==> config.mk <==
export PLATFORM = sky130hd
export DESIGN_NAME = evtRouter
export DESIGN_NICKNAME = d
export VERILOG_FILES = /design/src/rtl/evtRouterPkg.sv /design/src/rtl/evtRouterCtrl.sv /design/src/rtl/evtRouterDp.sv /design/src/rtl/evtRouter.sv
export SDC_FILE = /design/constraint.sdc
export NUM_CORES = 1
export LEC_CHECK = 0
export ABC_AREA = 0
export BUFFER_PORTS_ARGS = -buffer_cell sky130_fd_sc_hd__buf_2
export CAP_MARGIN = 0
export CORE_ASPECT_RATIO = 1.25
export CORE_MARGIN = 2
export CORE_UTILIZATION = 40
export DETAILED_ROUTE_END_ITERATION = 8
export PLACE_DENSITY = 0.59
export SYNTH_ARGS = -nofsm -noshare
export SYNTH_HDL_FRONTEND = slang
export SYNTH_SLANG_ARGS = --single-unit
==> constraint.sdc <==
create_clock -name clk -period 2.2 [get_ports clk]
set_input_delay 0.22 -clock clk [delete_from_list [all_inputs] [get_ports clk]]
set_output_delay 0.22 -clock clk [all_outputs]
set_load 0.02 [all_outputs]
==> src/rtl/evtRouterPkg.sv <==
package evtRouterPkg;
  localparam int NUM_CH     = 64;
  localparam int DATA_W     = 32;
  localparam int SEL_W      = $clog2(NUM_CH);
  localparam int ADDR_W     = 4;
  localparam int BYTE_W     = 8;
  localparam int SEL_PER_WD = DATA_W / BYTE_W;
  localparam int FIRST_LIVE = 4;
  localparam int RESET_SEL  = 2;
  localparam int SEL_BASE   = 8;
  localparam int A_EN_LO    = 0;
  localparam int A_EN_HI    = 1;
  localparam int A_FL_LO    = 2;
  localparam int A_FL_HI    = 3;
  localparam int A_PD_LO    = 4;
  localparam int A_PD_HI    = 5;

  typedef struct packed {
    logic              clrLo;
    logic              clrHi;
    logic [DATA_W-1:0] clrBits;
  } dpStrobe_t;
endpackage

==> src/rtl/evtRouterCtrl.sv <==
module evtRouterCtrl
  import evtRouterPkg::*;
#(
  parameter int NUM_OUT = 16
) (
  input  logic                     clk,
  input  logic                     rstN,
  input  logic                     busWrEn,
  input  logic [ADDR_W-1:0]        busAddr,
  input  logic [DATA_W-1:0]        busWData,
  input  logic [DATA_W-1:0]        flagLo,
  input  logic [DATA_W-1:0]        flagHi,
  output dpStrobe_t                strobe,
  output logic [DATA_W-1:0]        enLo,
  output logic [DATA_W-1:0]        enHi,
  output logic [NUM_OUT*SEL_W-1:0] selFlat,
  output logic [DATA_W-1:0]        busRData
);
  localparam int SEL_WORDS = (NUM_OUT + SEL_PER_WD - 1) / SEL_PER_WD;
  localparam int PAD_W     = BYTE_W - SEL_W;

  logic [SEL_W-1:0]  selReg [NUM_OUT];
  logic [DATA_W-1:0] selWord [SEL_WORDS];

  always_ff @(posedge clk or negedge rstN) begin
    if (!rstN) begin
      enLo <= '0;
      enHi <= '0;
      for (int k = 0; k < NUM_OUT; k++) selReg[k] <= SEL_W'(RESET_SEL);
    end else if (busWrEn) begin
      if (busAddr == ADDR_W'(A_EN_LO)) enLo <= busWData;
      if (busAddr == ADDR_W'(A_EN_HI)) enHi <= busWData;
      for (int k = 0; k < NUM_OUT; k++) begin
        if (busAddr == ADDR_W'(SEL_BASE + k / SEL_PER_WD))
          selReg[k] <= busWData[(k % SEL_PER_WD)*BYTE_W +: SEL_W];
      end
    end
  end

  for (genvar k = 0; k < NUM_OUT; k++) begin : g_selOut
    assign selFlat[k*SEL_W +: SEL_W] = selReg[k];
  end

  for (genvar w = 0; w < SEL_WORDS; w++) begin : g_selWord
    for (genvar b = 0; b < SEL_PER_WD; b++) begin : g_lane
      if (w * SEL_PER_WD + b < NUM_OUT) begin : g_used
        assign selWord[w][b*BYTE_W +: BYTE_W] = {{PAD_W{1'b0}}, selReg[w*SEL_PER_WD + b]};
      end else begin : g_spare
        assign selWord[w][b*BYTE_W +: BYTE_W] = '0;
      end
    end
  end

  assign strobe.clrLo   = busWrEn && (busAddr == ADDR_W'(A_FL_LO));
  assign strobe.clrHi   = busWrEn && (busAddr == ADDR_W'(A_FL_HI));
  assign strobe.clrBits = busWData;

  always_comb begin
    busRData = '0;
    case (busAddr)
      ADDR_W'(A_EN_LO): busRData = enLo;
      ADDR_W'(A_EN_HI): busRData = enHi;
      ADDR_W'(A_FL_LO): busRData = flagLo;
      ADDR_W'(A_FL_HI): busRData = flagHi;
      ADDR_W'(A_PD_LO): busRData = flagLo & enLo;
      ADDR_W'(A_PD_HI): busRData = flagHi & enHi;
      default: begin
        for (int w = 0; w < SEL_WORDS; w++)
          if (busAddr == ADDR_W'(SEL_BASE + w)) busRData = selWord[w];
      end
    endcase
  end
endmodule

==> src/rtl/evtRouterDp.sv <==
module evtRouterDp
  import evtRouterPkg::*;
#(
  parameter int NUM_OUT = 16
) (
  input  logic                     clk,
  input  logic                     rstN,
  input  logic [NUM_CH-1:0]        rawEvt,
  input  dpStrobe_t                strobe,
  input  logic [DATA_W-1:0]        enLo,
  input  logic [DATA_W-1:0]        enHi,
  input  logic [NUM_OUT*SEL_W-1:0] selFlat,
  output logic [DATA_W-1:0]        flagLo,
  output logic [DATA_W-1:0]        flagHi,
  output logic                     combLo,
  output logic                     combHi,
  output logic [NUM_OUT-1:0]       evtOut
);
  localparam logic [NUM_CH-1:0] LIVE_MASK = {{(NUM_CH-FIRST_LIVE){1'b1}}, {FIRST_LIVE{1'b0}}};

  logic [NUM_CH-1:0] prevRaw;
  logic [NUM_CH-1:0] flagAll;
  logic [NUM_CH-1:0] riseVec;
  logic [NUM_CH-1:0] clrVec;
  logic [NUM_CH-1:0] chanVec;

  assign riseVec = rawEvt & ~prevRaw & LIVE_MASK;
  assign clrVec  = {strobe.clrHi ? strobe.clrBits : '0,
                    strobe.clrLo ? strobe.clrBits : '0};

  always_ff @(posedge clk or negedge rstN) begin
    if (!rstN) begin
      prevRaw <= '0;
      flagAll <= '0;
    end else begin
      prevRaw <= rawEvt;
      flagAll <= (flagAll & ~clrVec) | riseVec;
    end
  end

  assign flagLo = flagAll[DATA_W-1:0];
  assign flagHi = flagAll[NUM_CH-1:DATA_W];
  assign combLo = |(flagLo & enLo);
  assign combHi = |(flagHi & enHi);

  assign chanVec = {rawEvt[NUM_CH-1:FIRST_LIVE], 2'b00, combHi, combLo};

  for (genvar k = 0; k < NUM_OUT; k++) begin : g_route
    assign evtOut[k] = chanVec[selFlat[k*SEL_W +: SEL_W]];
  end
endmodule

==> src/rtl/evtRouter.sv <==
module evtRouter
  import evtRouterPkg::*;
#(
  parameter int NUM_OUT = 16
) (
  input  logic               clk,
  input  logic               rstN,
  input  logic [63:0]        rawEvt,
  input  logic               busWrEn,
  input  logic [3:0]         busAddr,
  input  logic [31:0]        busWData,
  output logic [31:0]        busRData,
  output logic [NUM_OUT-1:0] evtOut
);
  dpStrobe_t                strobe;
  logic [DATA_W-1:0]        enLo;
  logic [DATA_W-1:0]        enHi;
  logic [DATA_W-1:0]        flagLo;
  logic [DATA_W-1:0]        flagHi;
  logic                     combLo;
  logic                     combHi;
  logic [NUM_OUT*SEL_W-1:0] selFlat;

  evtRouterCtrl #(.NUM_OUT(NUM_OUT)) uCtrl (
    .clk(clk), .rstN(rstN), .busWrEn(busWrEn), .busAddr(busAddr),
    .busWData(busWData), .flagLo(flagLo), .flagHi(flagHi),
    .strobe(strobe), .enLo(enLo), .enHi(enHi), .selFlat(selFlat),
    .busRData(busRData)
  );

  evtRouterDp #(.NUM_OUT(NUM_OUT)) uDp (
    .clk(clk), .rstN(rstN), .rawEvt(rawEvt), .strobe(strobe),
    .enLo(enLo), .enHi(enHi), .selFlat(selFlat), .flagLo(flagLo),
    .flagHi(flagHi), .combLo(combLo), .combHi(combHi), .evtOut(evtOut)
  );
endmodule

# == Word level (Yosys, flattened, before mapping) ==
# Cells that the tools add are included.
# op_classes
magnitude_cmp,16
muxes,39
n_bitwise,7
n_eq_ne,9
reduce_logical,11
# ops
cell,n
$pmux 32 s6,1
$and 64x64->64,2
$not 64->64,2
$mux 30,4
$lt 6x7->1 const B,16
$bmux 1 s6,16
$and 32x32->32,2
$mux 32,2
$or 64x64->64,1
$reduce_or 32->1,2
$eq 4x4->1 const B,4
$mux 1,16
$reduce_and 2->1,6
$eq 4x2->1 const B,2
$eq 4x3->1 const B,2
$eq 4x1->1 const B,1
$logic_not 4->1,1
$logic_and 1x1->1,2
# totals
in_bits,103
regBits,288
word_cells,102
output_inout_bits,48

# == Logic depth before layout (Yosys ltp) ==
# depth
ltp_word,6
mapped_depth,9
ltp_nobuf,6

# == By module ==
# A second synthesis with hierarchy kept.
# unflattened
cells_unflattened,2016
hier_area_um2,22412.7
# by_module_without_submodules
mod,seq_area_each_um2,area_each_um2,cells_per_inst,instances
evtRouterDp,3103.0,13249.0,1162,1
evtRouterCtrl,4023.9,9163.8,854,1

# == Worst setup path before layout ==
# No wires, ideal clock.
# synth_path
kind,reg2out
from,"reg uCtrl.selReg, in the netlist uCtrl.selFlat[91]"
to,out evtOut[15]
path_buffers,2
required_time_ns,1.980
arrival_ns,2.253
setup_slack_ns,-0.273
path_stages_with_launch,8
path_cell_list,dfstp_2 -> clkbuf_1 -> buf_1 -> mux4_2 -> mux2i_1 -> o221ai_1 -> o21ai_0 -> o31ai_1
# synth_via
elab_chain_len,2
# synth_rtl
item,line_no,rtl
"start, declared",evtRouterCtrl.sv:22,logic [SEL_W-1:0] selReg [NUM_OUT];
"start signal, assigned by index",evtRouterCtrl.sv:35,selReg[k] <= busWData[(k % SEL_PER_WD)*BYTE_W +: SEL_W];
$bmux 1 s6,evtRouterDp.sv:49,assign evtOut[k] = chanVec[selFlat[k*SEL_W +: SEL_W]];
$mux 1 (not written as such),evtRouterDp.sv:49,
"end, declared",evtRouter.sv:13,output logic [NUM_OUT-1:0] evtOut
# No other way between the ends. The select of a mux whose other input is x is not followed.

# == Final worst setup path ==
# layout_path
from,reg uCtrl.enLo[11]
to,out evtOut[1]
# layout_via
elab_chain_len,4
# layout_rtl
item,line_no,rtl
"start, declared",evtRouterCtrl.sv:14,"output logic [DATA_W-1:0] enLo,"
"start signal, assigned",evtRouterCtrl.sv:31,if (busAddr == ADDR_W'(A_EN_LO)) enLo <= busWData;
$and 32x32->32,evtRouterDp.sv:43,assign combLo = |(flagLo & enLo);
$reduce_or 32->1,evtRouterDp.sv:43,
$bmux 1 s6,evtRouterDp.sv:49,
$mux 1 (not written as such),evtRouterDp.sv:49,
# No other way between the ends. The select of a mux whose other input is x is not followed.

==> results.env <==
SYNTHARSTFLOPSHARE_PCT=100.0
FINAL_HOLD_VIOL_COUNT=0
SW_POWER_mW=9.344
DRT_PASS1_ITERATIONS=9
WORST_PATH_MOST_REPEATED_CELL='sky130_fd_sc_hd__buf_6'
DETAIL_ROUTE.VIAS_PER_CELL=6.676
SYNTHTOPCELLSBYCOUNT='sky130_fd_sc_hd__dfrtp_1 (268), sky130_fd_sc_hd__mux2_2 (209), sky130_fd_sc_hd__mux4_2 (193)'
SYNTH.LARGEST_AREA_CELL='sky130_fd_sc_hd__dfrtp_1'
SYN_NETS=1991
CRIT_ARRIVAL_NS=3.03
LAYOUT-DRIVE-GT1-SHARE_PCT=53.54
DP.FINAL_HPWL_UM=75980
GRT_USE_TOTAL_PCT=37.80
FINALWIRELENGTH_UM=104000
POWER_SWITCHING_SHARE_PCT=36.89
CLOCK_TREE_FROM_TRITONCTS='built'
REGTOREGENDPOINT='uCtrl.selFlat[91]$_DFFE_PN1P_'
MIN_DELAY_WORST_ENDPOINT='uCtrl.enHi[22]$_DFFE_PN0P_'
SYN_AREA_UM2=21190
PATH_CLK_SLEW_NS=0.06
ANTENNA_VIOLATING_NETS_POST_ROUTE=0
YOSYSTOPAREACELLSHARE_PCT=31.65
VDD_DROP_MAX_uV=591.4
FINALWORSTPATHREQUIREDPERIOD_NS=3.254
POWER.STATIC_LEAKAGE_nW=12.82
CRITICAL-PATH-SLOWEST-CELL='sky130_fd_sc_hd__or4_4'
SYNTH.FF_LATCH_COUNT=284
NUMCTSBUFFERS=34
GRT_SETUP_UNREPAIRED='yes'
PLACEABLECOREAREA_UM2=52460
SYNTHESIS.YOSYS.WARNINGS=0
GPL_CONGESTION=1.022
CELL_VARIETY_AFTER_SYNTH=51
FP.DIEAREA_UM2=54840
PLACEMENT.CELL_AREA_UM2=27230
POSTSYNTH.TOPFLOPCELL='sky130_fd_sc_hd__dfrtp_1'
GRT_ANTENNA_BEFORE_REPAIR=5
CRIT_TYPE='flop to output pin'
FF2FF_SETUP_SLACK_NS=0.91
LAYOUT.FILLER_CELLS=4517
RUN_STATUS='finished with violations'
DRC_MARKERS=1
DETAIL_ROUTE.ITER0.VIOLATIONS=2968
SETUP.WORST_PATH.START='uCtrl.enLo[11]$_DFFE_PN0P_'
COMBINATIONALPOWERSHARE_PCT=46.6
VIOLATIONS='DRC, setup timing'
NUMBER_OF_GLOBAL_ROUTE_VIAS_BEFORE_REPAIR=21427
FIN_NETS=2577
VIAS=21196
ROWS=94
CLKPWRFRAC_PCT=23.9
POWER_DENSITY_nW_PER_UM2=862.0
FINAL_UTIL_PCT=56.03
MAX_CLOCK_FREQ_GHz=0.3073
RELSLEWSLACK_PCT=47.19
FINALMAXSLEWVIOLATIONS=0
FINALCLOCKSKEW_NS=0.006967
ROUTE.DETAILED.WL_PER_INST_UM=32.74
SYNTH.MOST_COMMON_CELL='sky130_fd_sc_hd__dfrtp_1'
PLACEMENT.IO_BUFFERS=146
REPORT.POWER.TOTAL_mW=25.33
TIMING.CRITICAL_PATH.TO_TYPE='output pin'
CTSROOTBUFFERMASTER='sky130_fd_sc_hd__clkbuf_16'
SYNTH_SEQ_AREA_SHARE_PCT=33.64
FINAL.PERIOD_UTILIZATION_PCT=147.9
SYNTH_TOP_CELLS_BY_AREA='sky130_fd_sc_hd__dfrtp_1 (32%), sky130_fd_sc_hd__mux4_2 (21%), sky130_fd_sc_hd__mux2_2 (11%), sky130_fd_sc_hd__mux2i_1 (7.4%), sky130_fd_sc_hd__clkbuf_1 (3.1%)'
CTS.SINK_COUNT=284
CPPEAKSTAGEDELAY_NS=0.57
SYNTHCELLS=1888
GRT_START_MAX_NET_PINS=73
CLK-INSERTION-DELAY-LATE_NS=0.57
HOLD-WORST-SLACK_NS=0.004541
PWR-SHARE-SEQ_PCT=29.4
GRT_OVERFLOW_TOTAL=0
MAXCAPVIOLATIONS=0
DIE_EXTENT_IN_Y_UM=261.3
ELEMENT_TYPE_AT_THE_CRITICAL_PATH_START='flop'
REG2REGPATHDEPTH=3
WORST-ENDPOINT-REQUIRED_NS=1.98
DIE_WIDTH_UM=209.9
GRT_FIRST_PASS_WIRELENGTH_UM=148400
CRIT_PATH_MAX_FANOUT=10
REGTOREGSTARTPOINT='uCtrl.selFlat[91]$_DFFE_PN1P_'
HOLD_START='busWData[22]'
FLOW.AREA_GROWTH_FROM_SYNTHESIS_PCT=38.72
FINAL_AREA_UM2=29390
CTSHTREEMAXLEVEL=2
WORSTPATHCELLLIST='a22o_1 > a221oi_2 > nand3_2 > or4_4 > buf_12 > buf_6 > a2111oi_4 > o22ai_2 > buf_6'
WORSTPATHBUFFERINVERTERCOUNT=3
INITIAL_UTILIZATION_PCT=40.39
WORSTMARGINPINSLEW_NS=0.7921
TIMING.CRITICAL_PATH.MAX_DELAY_FAMILY='compound AO/OA/AOI/OAI gates'
SYNTH_AREA_PER_CELL_UM2=11.22
POSTLAYOUTSETUPSLACKWORST_NS=-1.054
CTS_BUFFER_DEPTH=3
DP_SLACK_NS=-0.6446
FINALSETUPVIOLCOUNT=30
WHS_PATH_DEPTH=2
IO-PIN-COUNT=151
CELLINTERNALPOWER_mW=15.99
HP-CLASS='primary input to flop'
POST_SYNTH_EDFFS=0
[timing repair]
item	CTS	global route
hold buffers	9	0
pin swaps	30	20
buffers inserted	34	7
endpoints found under the hold margin	83	0
endpoints found under the setup margin	35	38
gates resized for setup	123	36
[cell usage in the layout, fill, tap and decap left out, types with 13 or more instances in the layout]
cell,count
sky130_fd_sc_hd__a211oi_1,21
sky130_fd_sc_hd__a21o_1,20
sky130_fd_sc_hd__a21oi_1,29
sky130_fd_sc_hd__a221oi_2,13
sky130_fd_sc_hd__a222oi_1,27
sky130_fd_sc_hd__a22o_1,48
sky130_fd_sc_hd__a22oi_1,59
sky130_fd_sc_hd__a31oi_1,26
sky130_fd_sc_hd__buf_12,75
sky130_fd_sc_hd__buf_2,124
sky130_fd_sc_hd__buf_4,532
sky130_fd_sc_hd__buf_6,33
sky130_fd_sc_hd__clkbuf_16,35
sky130_fd_sc_hd__dfrtp_1,239
sky130_fd_sc_hd__dfrtp_2,29
sky130_fd_sc_hd__dfstp_2,15
sky130_fd_sc_hd__inv_1,76
sky130_fd_sc_hd__mux2_2,208
sky130_fd_sc_hd__mux2i_1,157
sky130_fd_sc_hd__mux4_2,193
sky130_fd_sc_hd__nand2_1,161
sky130_fd_sc_hd__nand2b_1,17
sky130_fd_sc_hd__nand3_1,39
sky130_fd_sc_hd__nand3b_1,15
sky130_fd_sc_hd__nand4b_1,14
sky130_fd_sc_hd__nor2_1,43
sky130_fd_sc_hd__nor2b_1,29
sky130_fd_sc_hd__o211ai_1,20
sky130_fd_sc_hd__o21ai_0,35
sky130_fd_sc_hd__o22ai_1,17
[state kept, by name, indices dropped and copies added (netlist names)]
signal,cells
uCtrl.enHi,32
uDp.flagAll,64
uCtrl.enLo,32
uDp.prevRaw,60
uCtrl.selFlat,96
[worst reg2reg max path: cells and delay by family (launching register included)]
family,cells,cell delay [ns]
DFF,1,0.78
buffers and inverters,2,0.32
muxes,1,0.13
[power by group through the flow]
stage | sequential [mW] | combinational [mW] | clock, mW
after floorplan | 6.57 | 7.02 | 0
after global placement | 7.49 | 10.7 | 0
after detailed placement | 7.53 | 10.8 | 0
after CTS | 7.39 | 11.4 | 6.10
after global routing | 7.52 | 12.4 | 6.31
final | 7.46 | 11.8 | 6.07
[worst max path at each step]
stage / cells after the start / endpoint
2_1_floorplan: 8 / evtOut[1]
3_3_place_gp: 8 / evtOut[4]
3_5_place_dp: 8 / evtOut[4]
4_1_cts: 8 / evtOut[5]
5_1_grt: 9 / evtOut[1]
6_report: 9 / evtOut[1]
[area by class of cell]
| cell class | count | area (um2) | share of cell area [%] |
|---|---|---|---|
| Antenna cell | 4 | 10.01 | 0.03406 |
| Clock buffer | 43 | 945.9 | 3.218 |
| Timing Repair Buffer | 777 | 6633 | 22.57 |
| Sequential cell | 284 | 7167 | 24.38 |
| Clock inverter | 18 | 225.2 | 0.7663 |
| Inverter | 78 | 292.8 | 0.9962 |
| Multi-Input combinational cell | 1299 | 13280 | 45.17 |
| Tap cell | 672 | 840.8 | 2.861 |
[through the flow]
step | instances | TNS (ns)
6_report | 3175 | -16.71
5_1_grt | 3171 | -18.66
4_1_cts | 3164 | -16.29
3_5_place_dp | 3061 | -7.345
3_3_place_gp | 3061 | -7.360
2_1_floorplan | 1888 | -0.4769
[routing by layer]
metal | vias up | track usage [%] | part of all wire, %
met3 | 474 | 9.462 | 11
met4 | 2 | 29.18 | 9.1
met2 | 1534 | 58.46 | 44
met5 | - | 0 | 0.013
met1 | 10672 | 45.60 | 36
li1 | 8514 | - | -
[kinds of logic (layout without fill, tap and decap cells)]
family	count (synthesis)	after routing	synth area share (%)
and+or+nand+nor	360	360	8.114
muxes	559	559	39.04
AOI/OAI and AO/OA	380	380	13.45
other	0	4	0
buffers and inverters	305	916	5.758
DFF	284	284	33.64
(Power assumes the default switching activity.)
